===== src/rtl/sdt_pkg.sv =====
package sdt_pkg;
   localparam int REG_W  = 24;
   localparam int BYTE_W = 8;
   localparam int SEL_W  = 3;

   localparam logic [2:0] ADR_STAT = 3'd0;
   localparam logic [2:0] ADR_MODE = 3'd1;
   localparam logic [2:0] ADR_CONF = 3'd2;
   localparam logic [2:0] ADR_DATA = 3'd3;
   localparam logic [2:0] ADR_ID   = 3'd4;
   localparam logic [2:0] ADR_GPO  = 3'd5;
   localparam logic [2:0] ADR_OFFS = 3'd6;
   localparam logic [2:0] ADR_FS   = 3'd7;

   localparam logic [2:0] SEL_CONT   = 3'd0;
   localparam logic [2:0] SEL_SINGLE = 3'd1;
   localparam logic [2:0] SEL_IDLE   = 3'd2;
   localparam logic [2:0] SEL_PDOWN  = 3'd3;

   typedef enum logic [1:0] {PH_CMD, PH_WR, PH_RD} phase_t;

   function automatic logic is_narrow(input logic [2:0] a);
      return (a == ADR_STAT) || (a == ADR_ID) || (a == ADR_GPO);
   endfunction

   function automatic logic is_writable(input logic [2:0] a);
      return (a == ADR_MODE) || (a == ADR_CONF) || (a == ADR_GPO) ||
             (a == ADR_OFFS) || (a == ADR_FS);
   endfunction

   function automatic logic sel_runs(input logic [2:0] s);
      return (s != SEL_IDLE) && (s != SEL_PDOWN);
   endfunction

   function automatic logic sel_is_cal(input logic [2:0] s);
      return s[2];
   endfunction
endpackage


===== src/rtl/sdt_sync_edge.sv =====
module sdt_sync_edge #(
   parameter int STAGES = 2
) (
   input  logic clk,
   input  logic rst_n,
   input  logic sclk_i,
   input  logic cs_n_i,
   input  logic mosi_i,
   output logic sclk_rise,
   output logic sclk_fall,
   output logic cs_act,
   output logic mosi_s
);
   localparam int LAST = STAGES - 1;

   logic [LAST:0] sclk_p;
   logic [LAST:0] cs_p;
   logic [LAST:0] mosi_p;
   logic          sclk_prev;

   genvar g;
   generate
      for (g = 0; g < STAGES; g++) begin : g_stage
         if (g == 0) begin : g_first
            always_ff @(posedge clk or negedge rst_n) begin
               if (!rst_n) begin
                  sclk_p[g] <= 1'b1;
                  cs_p[g]   <= 1'b1;
                  mosi_p[g] <= 1'b0;
               end else begin
                  sclk_p[g] <= sclk_i;
                  cs_p[g]   <= cs_n_i;
                  mosi_p[g] <= mosi_i;
               end
            end
         end else begin : g_next
            always_ff @(posedge clk or negedge rst_n) begin
               if (!rst_n) begin
                  sclk_p[g] <= 1'b1;
                  cs_p[g]   <= 1'b1;
                  mosi_p[g] <= 1'b0;
               end else begin
                  sclk_p[g] <= sclk_p[g-1];
                  cs_p[g]   <= cs_p[g-1];
                  mosi_p[g] <= mosi_p[g-1];
               end
            end
         end
      end
   endgenerate

   always_ff @(posedge clk or negedge rst_n) begin
      if (!rst_n) sclk_prev <= 1'b1;
      else        sclk_prev <= sclk_p[LAST];
   end

   assign sclk_rise = sclk_p[LAST] & ~sclk_prev;
   assign sclk_fall = ~sclk_p[LAST] & sclk_prev;
   assign cs_act    = ~cs_p[LAST];
   assign mosi_s    = mosi_p[LAST];
endmodule


===== src/rtl/sdt_serial.sv =====
module sdt_serial
   import sdt_pkg::*;
#(
   parameter int ONES_RST = 48
) (
   input  logic             clk,
   input  logic             rst_n,
   input  logic             rise,
   input  logic             fall,
   input  logic             cs_act,
   input  logic             mosi,
   input  logic [REG_W-1:0] rd_word,
   output logic [2:0]       cmd_addr,
   output logic             wr_stb,
   output logic [2:0]       acc_addr,
   output logic [REG_W-1:0] wr_data,
   output logic             rd_done,
   output logic             rd_phase,
   output logic             ph_cmd,
   output logic             out_bit,
   output logic             soft_rst
);
   localparam int CNT_W  = $clog2(REG_W + 1);
   localparam int ONES_W = $clog2(ONES_RST + 1);
   localparam logic [CNT_W-1:0] BYTE_LAST = CNT_W'(BYTE_W - 1);

   phase_t             phase_q;
   logic [CNT_W-1:0]   bitcnt_q;
   logic [CNT_W-1:0]   nbits_q;
   logic [REG_W-2:0]   sh_in;
   logic [REG_W-1:0]   sh_out;
   logic [REG_W-1:0]   word_next;
   logic [ONES_W-1:0]  ones_q;
   logic               last_bit;

   assign word_next = {sh_in, mosi};
   assign cmd_addr  = word_next[5:3];
   assign last_bit  = (bitcnt_q == nbits_q - CNT_W'(1));
   assign rd_phase  = (phase_q == PH_RD);
   assign ph_cmd    = (phase_q == PH_CMD);

   always_ff @(posedge clk or negedge rst_n) begin
      if (!rst_n) begin
         ones_q   <= '0;
         soft_rst <= 1'b0;
      end else begin
         soft_rst <= 1'b0;
         if (rise && cs_act) begin
            if (!mosi) begin
               ones_q <= '0;
            end else if (ones_q == ONES_W'(ONES_RST - 1)) begin
               ones_q   <= '0;
               soft_rst <= 1'b1;
            end else begin
               ones_q <= ones_q + ONES_W'(1);
            end
         end
      end
   end

   always_ff @(posedge clk or negedge rst_n) begin
      if (!rst_n) begin
         phase_q  <= PH_CMD;
         bitcnt_q <= '0;
         nbits_q  <= CNT_W'(BYTE_W);
         acc_addr <= '0;
         sh_in    <= '0;
         sh_out   <= '0;
         out_bit  <= 1'b1;
         wr_stb   <= 1'b0;
         wr_data  <= '0;
         rd_done  <= 1'b0;
      end else begin
         wr_stb  <= 1'b0;
         rd_done <= 1'b0;
         if (soft_rst || !cs_act) begin
            phase_q  <= PH_CMD;
            bitcnt_q <= '0;
            out_bit  <= 1'b1;
         end else begin
            if (fall && phase_q == PH_RD) begin
               out_bit <= sh_out[REG_W-1];
               sh_out  <= {sh_out[REG_W-2:0], 1'b0};
            end
            if (rise) begin
               sh_in    <= word_next[REG_W-2:0];
               bitcnt_q <= bitcnt_q + CNT_W'(1);
               unique case (phase_q)
                  PH_CMD: begin
                     if (bitcnt_q == BYTE_LAST) begin
                        bitcnt_q <= '0;
                        if (!word_next[7]) begin
                           acc_addr <= cmd_addr;
                           nbits_q  <= is_narrow(cmd_addr) ? CNT_W'(BYTE_W) : CNT_W'(REG_W);
                           if (word_next[6]) begin
                              phase_q <= PH_RD;
                              sh_out  <= is_narrow(cmd_addr) ?
                                         {rd_word[BYTE_W-1:0], {(REG_W-BYTE_W){1'b0}}} : rd_word;
                           end else if (is_writable(cmd_addr)) begin
                              phase_q <= PH_WR;
                           end
                        end
                     end
                  end
                  PH_WR: begin
                     if (last_bit) begin
                        bitcnt_q <= '0;
                        phase_q  <= PH_CMD;
                        wr_stb   <= 1'b1;
                        wr_data  <= (nbits_q == CNT_W'(BYTE_W)) ?
                                    {{(REG_W-BYTE_W){1'b0}}, word_next[BYTE_W-1:0]} : word_next;
                     end
                  end
                  PH_RD: begin
                     if (last_bit) begin
                        bitcnt_q <= '0;
                        phase_q  <= PH_CMD;
                        rd_done  <= 1'b1;
                     end
                  end
                  default: phase_q <= PH_CMD;
               endcase
            end
         end
      end
   end
endmodule


===== src/rtl/sdt_conv_timer.sv =====
module sdt_conv_timer #(
   parameter int RATE_W       = 10,
   parameter int CLK_PER_RATE = 2
) (
   input  logic              clk,
   input  logic              rst_n,
   input  logic              start,
   input  logic              stop,
   input  logic [RATE_W-1:0] rate,
   output logic              done,
   output logic              busy
);
   localparam int CNT_W = RATE_W + $clog2(CLK_PER_RATE + 1) + 1;

   logic [CNT_W-1:0] cnt_q;
   logic [CNT_W-1:0] rate_eff;
   logic [CNT_W-1:0] load_val;

   assign rate_eff = (rate == '0) ? CNT_W'(1) : CNT_W'(rate);
   assign load_val = rate_eff * CNT_W'(CLK_PER_RATE) - CNT_W'(1);
   assign done     = busy && (cnt_q == '0);

   always_ff @(posedge clk or negedge rst_n) begin
      if (!rst_n) begin
         busy  <= 1'b0;
         cnt_q <= '0;
      end else if (start) begin
         busy  <= 1'b1;
         cnt_q <= load_val;
      end else if (stop) begin
         busy  <= 1'b0;
      end else if (busy) begin
         if (cnt_q == '0) busy  <= 1'b0;
         else             cnt_q <= cnt_q - CNT_W'(1);
      end
   end
endmodule


===== src/rtl/sdt_spi_target.sv =====
module sdt_spi_target
   import sdt_pkg::*;
#(
   parameter int              SYNC_STAGES  = 2,
   parameter int              RATE_W       = 10,
   parameter int              CLK_PER_RATE = 2,
   parameter int              CHAN_N       = 8,
   parameter int              ONES_RST     = 48,
   parameter logic [7:0]      ID_VALUE     = 8'hA4,
   parameter logic [23:0]     MODE_RST     = 24'h400060,
   parameter logic [23:0]     CONF_RST     = 24'h000110,
   parameter logic [23:0]     OFFS_RST     = 24'h800000,
   parameter logic [23:0]     FS_RST       = 24'h5A0000
) (
   input  logic        clk,
   input  logic        rst_n,
   input  logic        spi_sclk,
   input  logic        spi_cs_n,
   input  logic        spi_mosi,
   output logic        spi_miso,
   input  logic [23:0] conv_data_i,
   input  logic        conv_err_i,
   input  logic        ref_missing_i
);
   localparam int SEL_LSB  = REG_W - SEL_W;
   localparam int CHAN_LSB = 8;

   initial begin
      assert (SYNC_STAGES >= 2) else $error("sync chain needs two stages");
      assert (RATE_W >= 1 && RATE_W <= SEL_LSB) else $error("rate field overlaps select");
      assert (CHAN_N >= 1 && CHAN_N <= 8) else $error("channel field is one byte");
      assert (CLK_PER_RATE >= 1) else $error("delay scale must be positive");
      assert (ONES_RST >= 16) else $error("reset run too short");
   end

   logic             rise, fall, cs_act, mosi_s;
   logic [2:0]       cmd_addr, acc_addr;
   logic             wr_stb, rd_done, rd_phase, ph_cmd, out_bit, soft_rst;
   logic [REG_W-1:0] wr_data, rd_word;
   logic             conv_done, conv_busy, tmr_start, tmr_stop;
   logic [RATE_W-1:0] tmr_rate;

   logic [REG_W-1:0] mode_q, conf_q, offs_q, fs_q, data_q;
   logic [7:0]       gpo_q;
   logic             err_q, rdy_q;
   logic [2:0]       chan_code;
   logic [7:0]       status8;
   logic             wr_mode;
   logic [2:0]       sel_q, sel_new;

   sdt_sync_edge #(.STAGES(SYNC_STAGES)) u_sync (
      .clk(clk), .rst_n(rst_n),
      .sclk_i(spi_sclk), .cs_n_i(spi_cs_n), .mosi_i(spi_mosi),
      .sclk_rise(rise), .sclk_fall(fall), .cs_act(cs_act), .mosi_s(mosi_s)
   );

   sdt_serial #(.ONES_RST(ONES_RST)) u_serial (
      .clk(clk), .rst_n(rst_n),
      .rise(rise), .fall(fall), .cs_act(cs_act), .mosi(mosi_s),
      .rd_word(rd_word), .cmd_addr(cmd_addr),
      .wr_stb(wr_stb), .acc_addr(acc_addr), .wr_data(wr_data),
      .rd_done(rd_done), .rd_phase(rd_phase), .ph_cmd(ph_cmd),
      .out_bit(out_bit), .soft_rst(soft_rst)
   );

   sdt_conv_timer #(.RATE_W(RATE_W), .CLK_PER_RATE(CLK_PER_RATE)) u_timer (
      .clk(clk), .rst_n(rst_n),
      .start(tmr_start), .stop(tmr_stop), .rate(tmr_rate),
      .done(conv_done), .busy(conv_busy)
   );

   assign sel_q    = mode_q[SEL_LSB +: SEL_W];
   assign sel_new  = wr_data[SEL_LSB +: SEL_W];
   assign wr_mode  = wr_stb && (acc_addr == ADR_MODE);
   assign tmr_rate = wr_mode ? wr_data[RATE_W-1:0] : mode_q[RATE_W-1:0];
   assign tmr_start = !soft_rst &&
                      ((wr_mode && sel_runs(sel_new)) ||
                       (!wr_mode && conv_done && sel_q == SEL_CONT));
   assign tmr_stop  = soft_rst || (wr_mode && !sel_runs(sel_new));

   // lowest set channel bit wins
   always_comb begin
      chan_code = '0;
      for (int i = CHAN_N - 1; i >= 0; i--) begin
         if (conf_q[CHAN_LSB + i]) chan_code = 3'(i);
      end
   end

   assign status8 = {~rdy_q, err_q, ref_missing_i, 2'b00, chan_code};

   always_comb begin
      unique case (cmd_addr)
         ADR_STAT: rd_word = {{(REG_W-8){1'b0}}, status8};
         ADR_MODE: rd_word = mode_q;
         ADR_CONF: rd_word = conf_q;
         ADR_DATA: rd_word = data_q;
         ADR_ID:   rd_word = {{(REG_W-8){1'b0}}, ID_VALUE};
         ADR_GPO:  rd_word = {{(REG_W-8){1'b0}}, gpo_q};
         ADR_OFFS: rd_word = offs_q;
         default:  rd_word = fs_q;
      endcase
   end

   always_ff @(posedge clk or negedge rst_n) begin
      if (!rst_n) begin
         mode_q <= MODE_RST;
         conf_q <= CONF_RST;
         offs_q <= OFFS_RST;
         fs_q   <= FS_RST;
         gpo_q  <= '0;
         data_q <= '0;
         err_q  <= 1'b0;
         rdy_q  <= 1'b0;
      end else if (soft_rst) begin
         mode_q <= MODE_RST;
         conf_q <= CONF_RST;
         offs_q <= OFFS_RST;
         fs_q   <= FS_RST;
         gpo_q  <= '0;
         data_q <= '0;
         err_q  <= 1'b0;
         rdy_q  <= 1'b0;
      end else begin
         if (conv_done) begin
            rdy_q <= 1'b1;
            if (sel_is_cal(sel_q)) begin
               if (sel_q[0]) fs_q   <= conv_data_i;
               else          offs_q <= conv_data_i;
            end else begin
               data_q <= conv_data_i;
               err_q  <= conv_err_i;
            end
            if (sel_q != SEL_CONT) mode_q[SEL_LSB +: SEL_W] <= SEL_IDLE;
         end else if (rd_done && acc_addr == ADR_DATA) begin
            rdy_q <= 1'b0;
         end
         if (wr_stb) begin
            unique case (acc_addr)
               ADR_MODE: begin
                  mode_q <= wr_data;
                  rdy_q  <= 1'b0;
               end
               ADR_CONF: conf_q <= wr_data;
               ADR_GPO:  gpo_q  <= wr_data[7:0];
               ADR_OFFS: offs_q <= wr_data;
               ADR_FS:   fs_q   <= wr_data;
               default:  ;
            endcase
         end
      end
   end

   assign spi_miso = !cs_act ? 1'b1 : (rd_phase ? out_bit : ~rdy_q);
endmodule


===== config.mk =====
export PLATFORM = sky130hd
export DESIGN_NAME = sdt_spi_target
export DESIGN_NICKNAME = d
export VERILOG_FILES = /design/src/rtl/sdt_pkg.sv /design/src/rtl/sdt_sync_edge.sv /design/src/rtl/sdt_serial.sv /design/src/rtl/sdt_conv_timer.sv /design/src/rtl/sdt_spi_target.sv
export SDC_FILE = /design/constraint.sdc
export NUM_CORES = 1
export LEC_CHECK = 0
export ABC_CLOCK_PERIOD_IN_PS = 4800
export BUFFER_PORTS_ARGS = -buffer_cell sky130_fd_sc_hd__buf_2
export CORE_ASPECT_RATIO = 1.5
export CORE_MARGIN = 8
export CORE_UTILIZATION = 36
export DETAILED_ROUTE_END_ITERATION = 6
export GPL_TIMING_DRIVEN = 0
export PLACE_DENSITY = 0.48
export SLEW_MARGIN = 20
export SYNTH_ARGS = -nofsm -noshare
export SYNTH_HDL_FRONTEND = slang
export SYNTH_HIERARCHICAL = 1
export SYNTH_SLANG_ARGS = --single-unit

===== constraint.sdc =====
create_clock -name clk -period 4.8 [get_ports clk]
set_input_delay 0 -clock clk [delete_from_list [all_inputs] [get_ports clk]]
set_output_delay 0 -clock clk [all_outputs]
set_load 0.01 [all_outputs]

==> flow_metrics.tcl <==
set metrics [dict create \
    rsz0062_at_grt "no" \
    grtUsageTotal_pct 20.3 \
    slew_violations 0 \
    place_inst 1719 \
    switchingPower_w 0.00129 \
    syn_to_final_growth_pct 15.9 \
    syn-cell-area_um2 12500 \
    pre_cts_slack_ps 1200 \
    r2r_slack_ps 1190 \
    syn_inst 1261 \
    yosysWarnings 6 \
    cts-resized-gates 0 \
    cap_violations 0 \
    clock_sinks 243 \
    cp_max_fo 10 \
    drtIter0Drc 581 \
    comb_power_share_pct 11.6 \
    clk_latency_ps 550 \
    hold_viol 0 \
    reg2reg_from "u_serial/acc_addr[2]" \
    cp-start-kind "register" \
    fin_nets 1395 \
    met3_usage_pct 2.14 \
    power.density_nw_per_um2 336 \
    skew_ps 10.4 \
    worstPathArrival_ps 4020 \
    drc_errors 0 \
    maxSlewHeadroom_pct 36.6 \
    dr.pass1.iters 5 \
    initial_core_util_pct 36.5 \
    antenna_found_initial 0 \
    die_w_um 168 \
    layout_setup_ws_ps 1190 \
    synth_top_area_share_pct 45.5 \
    end_kind "register" \
    post-cts-setup-buffers 0 \
    grt_pass1_wl_um 64300 \
    min_period_ps 3610 \
    worst_r2r_endpoint "u_timer/cnt_q[7]" \
    max_freq_mhz 277 \
    grt_overflow_total 0 \
    place_congestion 0.890 \
    dpl_cell_area_um2 13200 \
    p_leak_nw 6.60 \
    crit_type "reg2reg" \
    die_area_um2 41000 \
    yosysSeqAreaShare_pct 48.8 \
    synth_area_leaders "dfrtp_1, mux2i_1, nand2_1, dfstp_2, mux2_2" \
    busiest_layer "met2" \
    hold_path_class "in2async" \
    rr_worst_depth 11 \
    grt_max_degree 91 \
    status "finished clean" \
    wl_per_cell_um 23.1 \
    tightestPinTransition_ps 952 \
    synth_common_cells "dfrtp_1, nand2_1, mux2i_1, nor2_1, a21oi_1" \
    p_int_w 0.00357 \
    finalSetupTns_ps 0 \
    cts_tree "built" \
    synth_top_flop_cell "dfrtp_1" \
    ioPinCount 32 \
    core-area_um2 34300 \
    syn_avg_cell_area_um2 9.91 \
    cts_hold_buf 29 \
    drive_gt1_share_pct 14.5 \
    critPathRequiredTime_ps 5220 \
    row_count 83 \
    met2_usage_pct 34.4 \
    timing.final.crit_share_pct 75.2 \
    clkTransAtPathRegs_ps 60 \
    holdWs_ps 12.0 \
    grt.met1_usage_pct 24.9 \
    avgViaCountPerCell 5.53 \
    ys_types 84 \
    die_h_um 244 \
    seq_power_share_pct 43.3 \
    grt_pass1_vias 10235 \
    num-fill-cells 3418 \
    vias 9949 \
    ant_nets 0 \
    wl_um 41600 \
    cts-root-buf "clkbuf_16" \
    antennaDiodeCount 0 \
    htree_levels 1 \
    synth-edff-count 0 \
    synth_top_area_cell "dfrtp_1" \
    port_buffers 31 \
    setup_viol 0 \
    finalInstanceArea_um2 14500 \
    synth_seq_cells 243 \
    fin_cells 1800 \
    swShare_pct 26.5 \
    clk_path_buf_depth 3 \
    dp_hpwl_um 29700 \
    synth_most_common_cell "dfrtp_1" \
    peakVddDrop_mv 0.203 \
    synth_nets 1303 \
    numCtsBuffers 28 \
    async_flop_share_pct 100 \
    pwr-share-clk_pct 45.1 \
]
==> per-stage QoR <==
stage / total power, W / utilization, %
final: 0.00486 / 42.3
after global routing: 0.00504 / 42.3
after CTS: 0.00492 / 42.3
after detailed placement: 0.00269 / 38.6
after global placement: 0.00268 / 38.5
after floorplan: 0.00243 / -
==> kinds of logic (layout without fill, tap and decap cells) <==
kind of cell               after synthesis  count (layout)  share of synthesized area, %
DFF                                    243             243                          48.8
AOI/OAI and AO/OA                      319             319                          17.8
adders and majority gates               11              11                          1.10
xor gates and xnor gates                10              10                         0.701
buffers and inverters                  143             257                          5.43
and+or+nand+nor                        409             409                          15.6
muxes                                  126             126                          10.5
==> registers in the layout (all words and copies together), names as in the netlist, 3 cells and up <==
signal and cells:
conf_q 24, data_q 24, fs_q 24, gpo_q 8, mode_q 24, offs_q 24, u_serial/acc_addr 3, u_serial/bitcnt_q 5
u_serial/ones_q 6, u_serial/sh_in 23, u_serial/sh_out 24, u_serial/wr_data 24, u_timer/cnt_q 13
==> cell usage in the layout (no fill, tap or decap), types with 7 or more instances in the layout <==
cell type and instances:
a211oi_1 45, a21oi_1 69, a22o_1 37, a2bb2oi_1 9, a32oi_1 13, buf_1 8, buf_2 57, buf_4 9
buf_6 9, clkbuf_1 50, clkbuf_16 29, clkbuf_8 10, dfrtp_1 227, dfstp_2 16, dlygate4sd3_1 29, ha_1 11
inv_1 46, mux2_1 8, mux2_2 31, mux2i_1 86, nand2_1 196, nand2b_1 7, nand3_1 29, nand3b_1 8
nor2_1 82, nor2b_1 18, nor3_1 10, o21a_1 16, o21ai_0 55, o221ai_1 10, o22ai_1 12, or2_2 10
or3_1 7, xnor2_1 7
==> how the worst max path moves through the flow <==
stage	start	to	slack, ps
2_1_floorplan	u_serial/acc_addr[2]	u_timer/cnt_q[9]	1770
3_3_place_gp	rst_n	u_serial/sh_out[14]	-1070
3_5_place_dp	u_serial/acc_addr[2]	u_timer/cnt_q[7]	1200
4_1_cts	u_serial/acc_addr[2]	u_timer/cnt_q[7]	1180
5_1_grt	u_serial/acc_addr[2]	u_timer/cnt_q[7]	940
6_report	u_serial/acc_addr[2]	u_timer/cnt_q[7]	1190
==> metal layers <==
metal / vias to the layer above / routed length [um]
met4: 0 / 2500
met1: 4934 / 17200
met2: 249 / 20300
met3: 80 / 1670
li1: 4686 / -
met5: - / 0
==> critical path, stage by stage (launching register included) <==
cell	delay [ps]
dfrtp_1	400
buf_4	170
and4bb_1	320
buf_6	180
mux2_1	460
nor4_1	810
a31oi_1	270
ha_1	290
nor3b_1	190
nand2_1	100
xor2_1	170
mux2i_1	90
==> power by group through the flow <==
stage               combinational (W)  sequential, W  clock (W)
finish                       0.000565        0.00210    0.00219
global route                 0.000605        0.00211    0.00233
CTS                          0.000565        0.00210    0.00225
detailed placement           0.000545        0.00214          0
global placement             0.000539        0.00214          0
floorplan                    0.000304        0.00213          0
==> area by class of cell <==
| cell class | instances | area (um2) | area share [%] |
|---|---|---|---|
| sequential | 243 | 6100 | 42.1 |
| multi-input combinational | 875 | 5710 | 39.5 |
| clock buffer | 47 | 893 | 6.17 |
| tap | 425 | 532 | 3.67 |
| timing repair buffer | 62 | 510 | 3.53 |
| buffer | 97 | 505 | 3.49 |
| inverter | 46 | 173 | 1.19 |
| clock inverter | 5 | 53.8 | 0.372 |
(Power assumes the default switching activity.)
